File: config.mk
export PLATFORM = sky130hd
export DESIGN_NAME = boot_remap_loader
export DESIGN_NICKNAME = d
export VERILOG_FILES = /design/src/rtl/boot_pkg.sv /design/src/rtl/boot_rst_sync.sv /design/src/rtl/boot_addr_remap.sv /design/src/rtl/boot_vec_fsm.sv /design/src/rtl/boot_vtor_reg.sv /design/src/rtl/boot_remap_loader.sv
export SDC_FILE = /design/constraint.sdc
export NUM_CORES = 1
export LEC_CHECK = 0
export BUFFER_PORTS_ARGS = -buffer_cell sky130_fd_sc_hd__buf_2
export CAP_MARGIN = 20
export CORE_AREA = 2 2 129 131
export DETAILED_ROUTE_END_ITERATION = 8
export DIE_AREA = 0 0 131 133
export GPL_ROUTABILITY_DRIVEN = 0
export GPL_TIMING_DRIVEN = 0
export PLACE_DENSITY = 0.63
export SYNTH_ARGS = -nofsm -noshare
export SYNTH_HDL_FRONTEND = slang
export SYNTH_SLANG_ARGS = --single-unit
File: constraint.sdc
create_clock -name clk -period 7.8 [get_ports clk]
set_input_delay 1.56 -clock clk [delete_from_list [all_inputs] [get_ports clk]]
set_output_delay 1.56 -clock clk [all_outputs]
set_load 0.03 [all_outputs]
File: src/rtl/boot_pkg.sv
package boot_pkg;

  localparam int unsigned NUM_MEM = 3;

  typedef enum logic [1:0] {
    PIN_FLASH = 2'b00,
    PIN_ROM   = 2'b01,
    PIN_SRAM  = 2'b10,
    PIN_RSVD  = 2'b11
  } boot_pin_e;

  typedef enum logic [1:0] {
    ST_RESET,
    ST_READ_SP,
    ST_READ_PC,
    ST_RUN
  } boot_state_e;

  // Memory index: 0 flash, 1 system ROM, 2 SRAM; reserved code falls back to flash
  function automatic logic [1:0] pin_to_index(input logic [1:0] pins);
    case (pins)
      PIN_ROM:  return 2'd1;
      PIN_SRAM: return 2'd2;
      default:  return 2'd0;
    endcase
  endfunction

endpackage

File: src/rtl/boot_rst_sync.sv
module boot_rst_sync #(
  parameter int unsigned STAGES = 2
) (
  input  logic clk,
  input  logic rst_n,
  output logic rst_sync_n
);

  logic [STAGES-1:0] chain_q;

  always_ff @(posedge clk or negedge rst_n) begin
    if (!rst_n) begin
      chain_q <= '0;
    end else begin
      chain_q <= {chain_q[STAGES-2:0], 1'b1};
    end
  end

  assign rst_sync_n = chain_q[STAGES-1];

endmodule

File: src/rtl/boot_addr_remap.sv
module boot_addr_remap
  import boot_pkg::*;
#(
  parameter int unsigned                     AW        = 32,
  parameter int unsigned                     REGION_AW = 16,
  parameter logic [NUM_MEM*AW-1:0]           BASES     = '0
) (
  input  logic [AW-1:0]      addr_i,
  input  logic [1:0]         boot_idx_i,
  output logic [AW-1:0]      phys_o,
  output logic [NUM_MEM-1:0] sel_o,
  output logic               hit_o
);

  localparam int unsigned TAGW = AW - REGION_AW;

  logic            in_window;
  logic [TAGW-1:0] boot_tag;

  always_comb begin
    boot_tag = '0;
    for (int r = 0; r < NUM_MEM; r++) begin
      if (boot_idx_i == 2'(r)) begin
        boot_tag = BASES[r*AW+REGION_AW +: TAGW];
      end
    end
  end

  always_comb begin
    in_window = (addr_i[AW-1:REGION_AW] == '0);
    phys_o    = in_window ? {boot_tag, addr_i[REGION_AW-1:0]} : addr_i;
  end

  for (genvar g = 0; g < NUM_MEM; g++) begin : g_match
    assign sel_o[g] = (phys_o[AW-1:REGION_AW] == BASES[g*AW+REGION_AW +: TAGW]);
  end

  assign hit_o = |sel_o;

endmodule

File: src/rtl/boot_vec_fsm.sv
module boot_vec_fsm
  import boot_pkg::*;
#(
  parameter int unsigned AW = 32,
  parameter int unsigned DW = 32
) (
  input  logic          clk,
  input  logic          rst_n,
  input  logic [1:0]    boot_pins_i,
  input  logic [AW-1:0] vtor_i,
  input  logic          mem_ready_i,
  input  logic [DW-1:0] mem_rdata_i,
  output logic          fetch_req_o,
  output logic [AW-1:0] fetch_addr_o,
  output logic [1:0]    boot_idx_o,
  output logic [DW-1:0] sp_o,
  output logic [DW-1:0] pc_o,
  output logic          run_o
);

  localparam logic [AW-1:0] WORD_STEP = AW'(DW / 8);

  boot_state_e state_q, state_d;
  logic [1:0]    idx_q;
  logic [DW-1:0] sp_q, pc_q;
  logic          idx_en, sp_en, pc_en;

  always_comb begin
    state_d = state_q;
    case (state_q)
      ST_RESET:   state_d = ST_READ_SP;
      ST_READ_SP: if (mem_ready_i) state_d = ST_READ_PC;
      ST_READ_PC: if (mem_ready_i) state_d = ST_RUN;
      default:    state_d = ST_RUN;
    endcase
  end

  always_comb begin
    idx_en = (state_q == ST_RESET);
    sp_en  = (state_q == ST_READ_SP) && mem_ready_i;
    pc_en  = (state_q == ST_READ_PC) && mem_ready_i;
  end

  always_ff @(posedge clk or negedge rst_n) begin
    if (!rst_n) begin
      state_q <= ST_RESET;
    end else begin
      state_q <= state_d;
    end
  end

  always_ff @(posedge clk or negedge rst_n) begin
    if (!rst_n) begin
      idx_q <= '0;
    end else if (idx_en) begin
      idx_q <= pin_to_index(boot_pins_i);
    end
  end

  always_ff @(posedge clk or negedge rst_n) begin
    if (!rst_n) begin
      sp_q <= '0;
    end else if (sp_en) begin
      sp_q <= mem_rdata_i;
    end
  end

  always_ff @(posedge clk or negedge rst_n) begin
    if (!rst_n) begin
      pc_q <= '0;
    end else if (pc_en) begin
      pc_q <= mem_rdata_i;
    end
  end

  assign fetch_req_o  = (state_q == ST_READ_SP) || (state_q == ST_READ_PC);
  assign fetch_addr_o = (state_q == ST_READ_PC) ? vtor_i + WORD_STEP : vtor_i;
  assign boot_idx_o   = idx_q;
  assign sp_o         = sp_q;
  assign pc_o         = pc_q;
  assign run_o        = (state_q == ST_RUN);

endmodule

File: src/rtl/boot_vtor_reg.sv
module boot_vtor_reg #(
  parameter int unsigned AW    = 32,
  parameter int unsigned ALIGN = 7
) (
  input  logic          clk,
  input  logic          rst_n,
  input  logic          run_i,
  input  logic          we_i,
  input  logic [AW-1:0] wdata_i,
  output logic [AW-1:0] q_o
);

  logic          wr_en;
  logic [AW-1:0] q_q;

  assign wr_en = run_i && we_i;

  always_ff @(posedge clk or negedge rst_n) begin
    if (!rst_n) begin
      q_q <= '0;
    end else if (wr_en) begin
      q_q <= {wdata_i[AW-1:ALIGN], {ALIGN{1'b0}}};
    end
  end

  assign q_o = q_q;

endmodule

File: src/rtl/boot_remap_loader.sv
module boot_remap_loader
  import boot_pkg::*;
#(
  parameter int unsigned   ADDR_W      = 32,
  parameter int unsigned   DATA_W      = 32,
  parameter int unsigned   REGION_AW   = 16,
  parameter int unsigned   VTOR_ALIGN  = 7,
  parameter int unsigned   SYNC_STAGES = 2,
  parameter logic [31:0]   FLASH_BASE  = 32'h0800_0000,
  parameter logic [31:0]   ROM_BASE    = 32'h1FFF_0000,
  parameter logic [31:0]   SRAM_BASE   = 32'h2000_0000
) (
  input  logic              clk,
  input  logic              rst_n,
  input  logic [1:0]        boot_pins,
  input  logic              core_req,
  input  logic              core_we,
  input  logic [ADDR_W-1:0] core_addr,
  input  logic [DATA_W-1:0] core_wdata,
  output logic [DATA_W-1:0] core_rdata,
  output logic              core_ready,
  output logic              mem_req,
  output logic              mem_we,
  output logic [ADDR_W-1:0] mem_addr,
  output logic [DATA_W-1:0] mem_wdata,
  output logic [2:0]        mem_sel,
  input  logic [DATA_W-1:0] mem_rdata,
  input  logic              mem_ready,
  input  logic              vtor_we,
  input  logic [ADDR_W-1:0] vtor_wdata,
  output logic [ADDR_W-1:0] vtor_q,
  output logic              core_run,
  output logic [DATA_W-1:0] core_sp,
  output logic [DATA_W-1:0] core_pc
);

  localparam logic [NUM_MEM*ADDR_W-1:0] BASES =
    {ADDR_W'(SRAM_BASE), ADDR_W'(ROM_BASE), ADDR_W'(FLASH_BASE)};

  logic              rst_sync_n;
  logic              fetch_req;
  logic [ADDR_W-1:0] fetch_addr;
  logic [1:0]        boot_idx;
  logic [ADDR_W-1:0] dec_addr;
  logic [ADDR_W-1:0] phys_addr;
  logic [NUM_MEM-1:0] dec_sel;
  logic              dec_hit;

  boot_rst_sync #(.STAGES(SYNC_STAGES)) u_rst (
    .clk        (clk),
    .rst_n      (rst_n),
    .rst_sync_n (rst_sync_n)
  );

  boot_vec_fsm #(.AW(ADDR_W), .DW(DATA_W)) u_fsm (
    .clk          (clk),
    .rst_n        (rst_sync_n),
    .boot_pins_i  (boot_pins),
    .vtor_i       (vtor_q),
    .mem_ready_i  (mem_ready),
    .mem_rdata_i  (mem_rdata),
    .fetch_req_o  (fetch_req),
    .fetch_addr_o (fetch_addr),
    .boot_idx_o   (boot_idx),
    .sp_o         (core_sp),
    .pc_o         (core_pc),
    .run_o        (core_run)
  );

  boot_vtor_reg #(.AW(ADDR_W), .ALIGN(VTOR_ALIGN)) u_vtor (
    .clk     (clk),
    .rst_n   (rst_sync_n),
    .run_i   (core_run),
    .we_i    (vtor_we),
    .wdata_i (vtor_wdata),
    .q_o     (vtor_q)
  );

  assign dec_addr = core_run ? core_addr : fetch_addr;

  boot_addr_remap #(.AW(ADDR_W), .REGION_AW(REGION_AW), .BASES(BASES)) u_remap (
    .addr_i     (dec_addr),
    .boot_idx_i (boot_idx),
    .phys_o     (phys_addr),
    .sel_o      (dec_sel),
    .hit_o      (dec_hit)
  );

  always_comb begin
    mem_addr   = phys_addr;
    mem_sel    = dec_sel;
    mem_wdata  = core_wdata;
    mem_req    = core_run ? (core_req && dec_hit) : fetch_req;
    mem_we     = core_run && core_req && core_we;
    core_ready = core_run && core_req && (dec_hit ? mem_ready : 1'b1);
    core_rdata = (core_run && dec_hit) ? mem_rdata : '0;
  end

endmodule


## Word level (Yosys, flattened, before mapping)

Cells that the tools add are included.

- Logic and storage cells: 46
- Output and inout port bits: 199
- Flip-flop bits (word level): 95
- Input port bits: 136

- Equality and inequality tests: 12
- Add/subtract/negate cells: 1
- Multiplexer cells: 13
- Reduce and logical (&&, ||, !) cells: 14

Operators with widths:

| operator | count |
|---|---|
| 2-to-1 mux 32 bit | 4 |
| adder 32 x 3 -> 32 bit, second input constant | 1 |
| equality test 16 x 12 -> 1 bit, second input constant | 1 |
| equality test 16 x 13 -> 1 bit, second input constant | 1 |
| equality test 16 x 14 -> 1 bit, second input constant | 1 |
| zero test 16 bit | 1 |
| 2-to-1 mux 14 bit | 1 |
| 2-to-1 mux 13 bit | 1 |
| 2-to-1 mux 12 bit | 1 |
| equality test 2 bit, second input constant | 4 |
| logical AND 1 bit | 8 |
| equality test 2 x 1 -> 1 bit, second input constant | 3 |
| case mux 2 bit (3 select lines) | 1 |
| zero test 2 bit | 2 |
| 2-to-1 mux 2 bit | 2 |
| inequality test 2 bit, second input constant | 2 |
| case mux 2 bit (2 select lines) | 1 |
| OR reduction 3 bit | 1 |
| 2-to-1 mux 1 bit | 2 |
| AND reduction 2 bit | 1 |
| logical OR 1 bit | 1 |

## Longest topological paths before layout

- Depth after elaboration: 9
- Mapped depth: 9

## Modules after synthesis

From an unflattened synthesis, not the netlist that was laid out.

- Cell total of the unflattened synthesis: 486
- Area total of the unflattened synthesis: 5816.8 um2

Modules (own cells, without submodules):

| module | seq. area each (um2) | cells each | area an instance (um2) | times used |
|---|---|---|---|---|
| boot_vec_fsm | 1701.6 | 245 | 3186.8 | 1 |
| boot_remap_loader | 0.0 | 114 | 1074.8 | 1 |
| boot_vtor_reg | 625.6 | 61 | 1067.3 | 1 |
| boot_addr_remap | 0.0 | 63 | 434.2 | 1 |
| boot_rst_sync | 50.0 | 3 | 53.8 | 1 |

## Worst setup path before layout

OpenSTA, ideal clock, no wires.

- Path kind: input-to-output
- Start: input port core_addr[27]
- End: output port core_rdata[1]
- Buffers on the path: 1
- Data arrival time: 4009 ps
- Data required time: 6240 ps
- Stages: 6
- Setup slack: 2231 ps
- Cells stage by stage: or4b_1 > a211o_1 > a221o_1 > a221o_1 > buf_2 > a211oi_1

- Cells in the longest elaborated chain, start to end: 7

RTL lines:

| element | RTL line | RTL |
|---|---|---|
| from (decl) | boot_remap_loader.sv:18 | `input logic [ADDR_W-1:0] core_addr,` |
| 2-to-1 mux 32 bit * | boot_remap_loader.sv:79 | `assign dec_addr = core_run ? core_addr : fetch_addr;` |
| zero test 16 bit | boot_addr_remap.sv:30 | `in_window = (addr_i[AW-1:REGION_AW] == '0);` |
| 2-to-1 mux 32 bit * | boot_addr_remap.sv:31 | `phys_o = in_window ? {boot_tag, addr_i[REGION_AW-1:0]} : addr_i;` |
| equality test 16 x 12 -> 1 bit, or another cell as far along | boot_addr_remap.sv:35 | `assign sel_o[g] = (phys_o[AW-1:REGION_AW] == BASES[g*AW+REGION_AW +: TAGW]);` |
| OR reduction 3 bit * | boot_addr_remap.sv:38 | `assign hit_o = \|sel_o;` |
| logical AND 1 bit * | boot_remap_loader.sv:96 | `core_rdata = (core_run && dec_hit) ? mem_rdata : '0;` |
| 2-to-1 mux 32 bit * | boot_remap_loader.sv:96 |  |
| to (decl) | boot_remap_loader.sv:20 | `output logic [DATA_W-1:0] core_rdata,` |

Every way passes the cells marked *; elsewhere a longest branch is shown, timed or not.

## Worst setup path in the final report

- Start: input port core_addr[22]
- End: output port core_rdata[8]

Same word-level chain as after synthesis.

==> results.md <==
* First-pass GRT wire length at 23,400 um
* Setup Buffers After CTS at 0
* Pins Over Slew Limit at 0
* Die Width at 131 um
* Clock buffer depth at 2
* Number of global-route vias before repair at 4,256
* Worst r2r src: u_fsm.state_q[1]$_DFFE_PN0P_
* Most frequent cells in the layout: buf_2, dfrtp_1, mux2_2
* Number of buffers created by CTS at 9
* Largest family of logic cells by synthesized area: multiplexers
* GRT Overall Usage at 0.174
* Reg2reg setup slack at between 4 and 5 ns
* Port bufs at 288
* Met2 routed WL at 7580 um
* Post-CTS Resized at 0
* Power Total at between 1 and 1.5 mW
* CP max FO at 10
* Synth Register Bits at 95
* PwrDens at approximately 160 mW/mm2
* Clock share of power at 0.379
* Clock slew at reported path FFs at about 0.070 ns
* Yosys warning total at 0
* Synth area leaders: dfrtp_1, mux2_2, buf_4, nand2_1, o21ai_0
* Final clock skew at 0.00738 ns
* Vias/cell at roughly 4.6
* Number of DRC markers in iteration 0 at 155
* Full die area at 0.0174 mm2
* Most area-hungry cell type in the Yosys netlist: dfrtp_1
* Post-Syn Area at 0.00494 mm2
* Worst reg2reg endpoint: u_vtor.q_o[21]$_DFFE_PN0P_
* Met1 WL at around 6500 um
* Clock sink total at 95
* Die height at 133 um
* Drt first pass iters at 4
* H-tree depth at 3
* Hold buffers post-CTS at 0
* CP Capture Type: primary output
* P_int at between 800 and 900 uW
* Switching Fraction at 0.300
* Max Cap Violations at 0
* Measured slew at the worst slew-check pin at roughly 0.78 ns
* R2R cell count at 6
* Startpoint types: input pin
* TritonCTS clock tree: done
* Area of the multi-input gates at 0.00209 mm2
* Final setup violating endpoints at 0
* Row Count at between 40 and 50
* Final Core Density at 0.433
* Routed WL per cell at approximately 15 um
* Unique cell type count in the Yosys netlist at 44
* Area Overhead vs Synth at 41.7%
* Initial Util at 0.306
* Hpwl dp at 12,100 um
* Peak VDD IR at just over 0.00009 V
* Synth Area in Adders at 0.0101
* Placed instance count at between 900 and 1,000
* Worst hold slack at between 0.2 and 0.3 ns
* Core area at 0.0162 mm2
* Period utilisation layout at 0.735
* Synth Area in XOR/XNOR at 0
* Compound-Gate Fraction of Synth Area at 0.128
* Worst Path Class, Setup: in -> out
* Total Nets Final at slightly above 900
* Io pins at 335
* Area after DPL at 0.00671 mm2
* Hold Path Class: reg -> async
* Antenna-violating nets left at 0
* Number of flops mapped to enable cells by yosys at 0
* Setup tns final at 0 ns
* Most common cell after layout, fill and taps aside: buf_2
* Main flop type after synthesis: dfrtp_1
* Fmax at ~0.17 GHz
* CTS Root Cell: clkbuf_16
* Final Hold Vio Count at 0
* DRC violations left at 0
* Post-Route WL at around 15,000 um
* Sw power at ~340 uW
* Worst path arrival time at roughly 4.2 ns
* Design Area, Final at 0.00701 mm2
* Syn Inst Count at between 400 and 500
* Worst slack, placed at just over 2 ns
* Power share of the combinational group at 0.165
* Grt total ovfl at 0
* Antenna diode count at 0
* Post-route setup slack at 2.07 ns
* Initial antenna violation count at 0
* Register area at roughly 0.0024 mm2
* Static Leak at around 4.0 nW
* Run status: finished, final reports clean
* RSZ-0062 raised after global routing: no
* Mux share of post-synthesis cell area at 0.175
* Slew headroom at 0.480
* Met3 WL post-DR at around 1100 um
* Post-synth top area share at 0.481
* Layout cell share with drive strength beyond 1 at 0.554
* Non-Filler Instances at roughly 1,000
* Avg Cell Area, Syn at 10.5 um2
* Share of flip-flops with an asynchronous set or reset at 1.00
* Worst Path Required at between 6 and 7 ns
* Flop pwr share at 0.456
* Seq/Total Area, Yosys at 0.481
* Post-Synth Simple-Gate Area at 0.104
* Top routing layer in use: met4
* Via count at around 4,600
* Clock Latency Late Sink at approximately 0.35 ns
* Filler instances at approximately 1,600
* Pin count of the biggest net entering global routing at between 60 and 70
* Post-layout min period at approximately 5.7 ns
-- power groups by stage --
stage / combinational [mW] / clock (mW) / sequential, mW
5_1_grt: 0.204 / 0.473 / 0.528
3_3_place_gp: 0.181 / 0 / 0.540
4_1_cts: 0.191 / 0.449 / 0.524
2_1_floorplan: 0.0925 / 0 / 0.559
3_5_place_dp: 0.191 / 0 / 0.534
6_report: 0.189 / 0.435 / 0.524
-- cell usage after synthesis (2+ instances only) --
master and number:
dfrtp_1 95, a211oi_1 3, nand3b_1 2, nor4_1 3
a41o_1 2, and3_1 4, a211oi_2 15, o21bai_1 2
buf_2 2, nand4_1 3, buf_6 2, nor3_1 4
and2_1 7, nand2_1 66, conb_1 2, o21ai_0 40
mux2i_1 11, ha_1 4, buf_4 39, nor2_1 8
mux2_2 67, nand3_1 5, a221o_1 2, a22oi_1 2
a21oi_1 18, inv_1 22, clkbuf_1 15, buf_1 8
nor2b_1 3
-- area by class of cell --
type | instances | share of cell area
inverter | 23 | 0.0123
clock buffer | 9 | 0.0321
sequential | 95 | 0.340
clock inverter | 7 | 0.00947
multi-input combinational | 293 | 0.298
timing repair buffer | 289 | 0.210
tap | 220 | 0.0393
buffer | 66 | 0.0588
-- critical path, cell delays in order --
cell and delay, ns:
buf_2 0.11, nor4_1 0.35, nand3_1 0.19, a22oi_1 0.40, nand4_1 0.52, buf_1 0.50
a211oi_2 0.30, buf_2 0.24
-- registers in the layout, summed over array words and instances, names as in the netlist --
signal            count
u_fsm.boot_idx_o      2
u_fsm.pc_o           32
u_fsm.sp_o           32
u_fsm.state_q         2
u_rst.chain_q         2
u_vtor.q_o           25
-- worst max path at each step --
stage                  start       endpoint  slack [ns]  cells past startpoint
2_1_floorplan  core_addr[27]  core_rdata[1]        2.23                      6
3_3_place_gp   core_addr[27]  core_rdata[8]        2.05                      9
3_5_place_dp   core_addr[27]  core_rdata[8]        2.05                      9
4_1_cts        core_addr[22]  core_rdata[8]        2.04                      8
5_1_grt        core_addr[22]  core_rdata[8]        1.89                      8
6_report       core_addr[22]  core_rdata[8]        2.07                      8
-- per-layer routing --
metal	track usage	vias up
met5	0	-
met4	0.0496	0
met3	0.0469	20
met2	0.289	182
met1	0.220	2167
li1	-	2194
-- cell families after synthesis --
| family | count (synthesis) |
|---|---|
| buf+inv | 89 |
| flops | 95 |
| other cells | 2 |
| simple gates | 111 |
| fa+ha+maj | 4 |
| compound gates | 92 |
| mux | 78 |
Power figures use the tool's default switching activity.
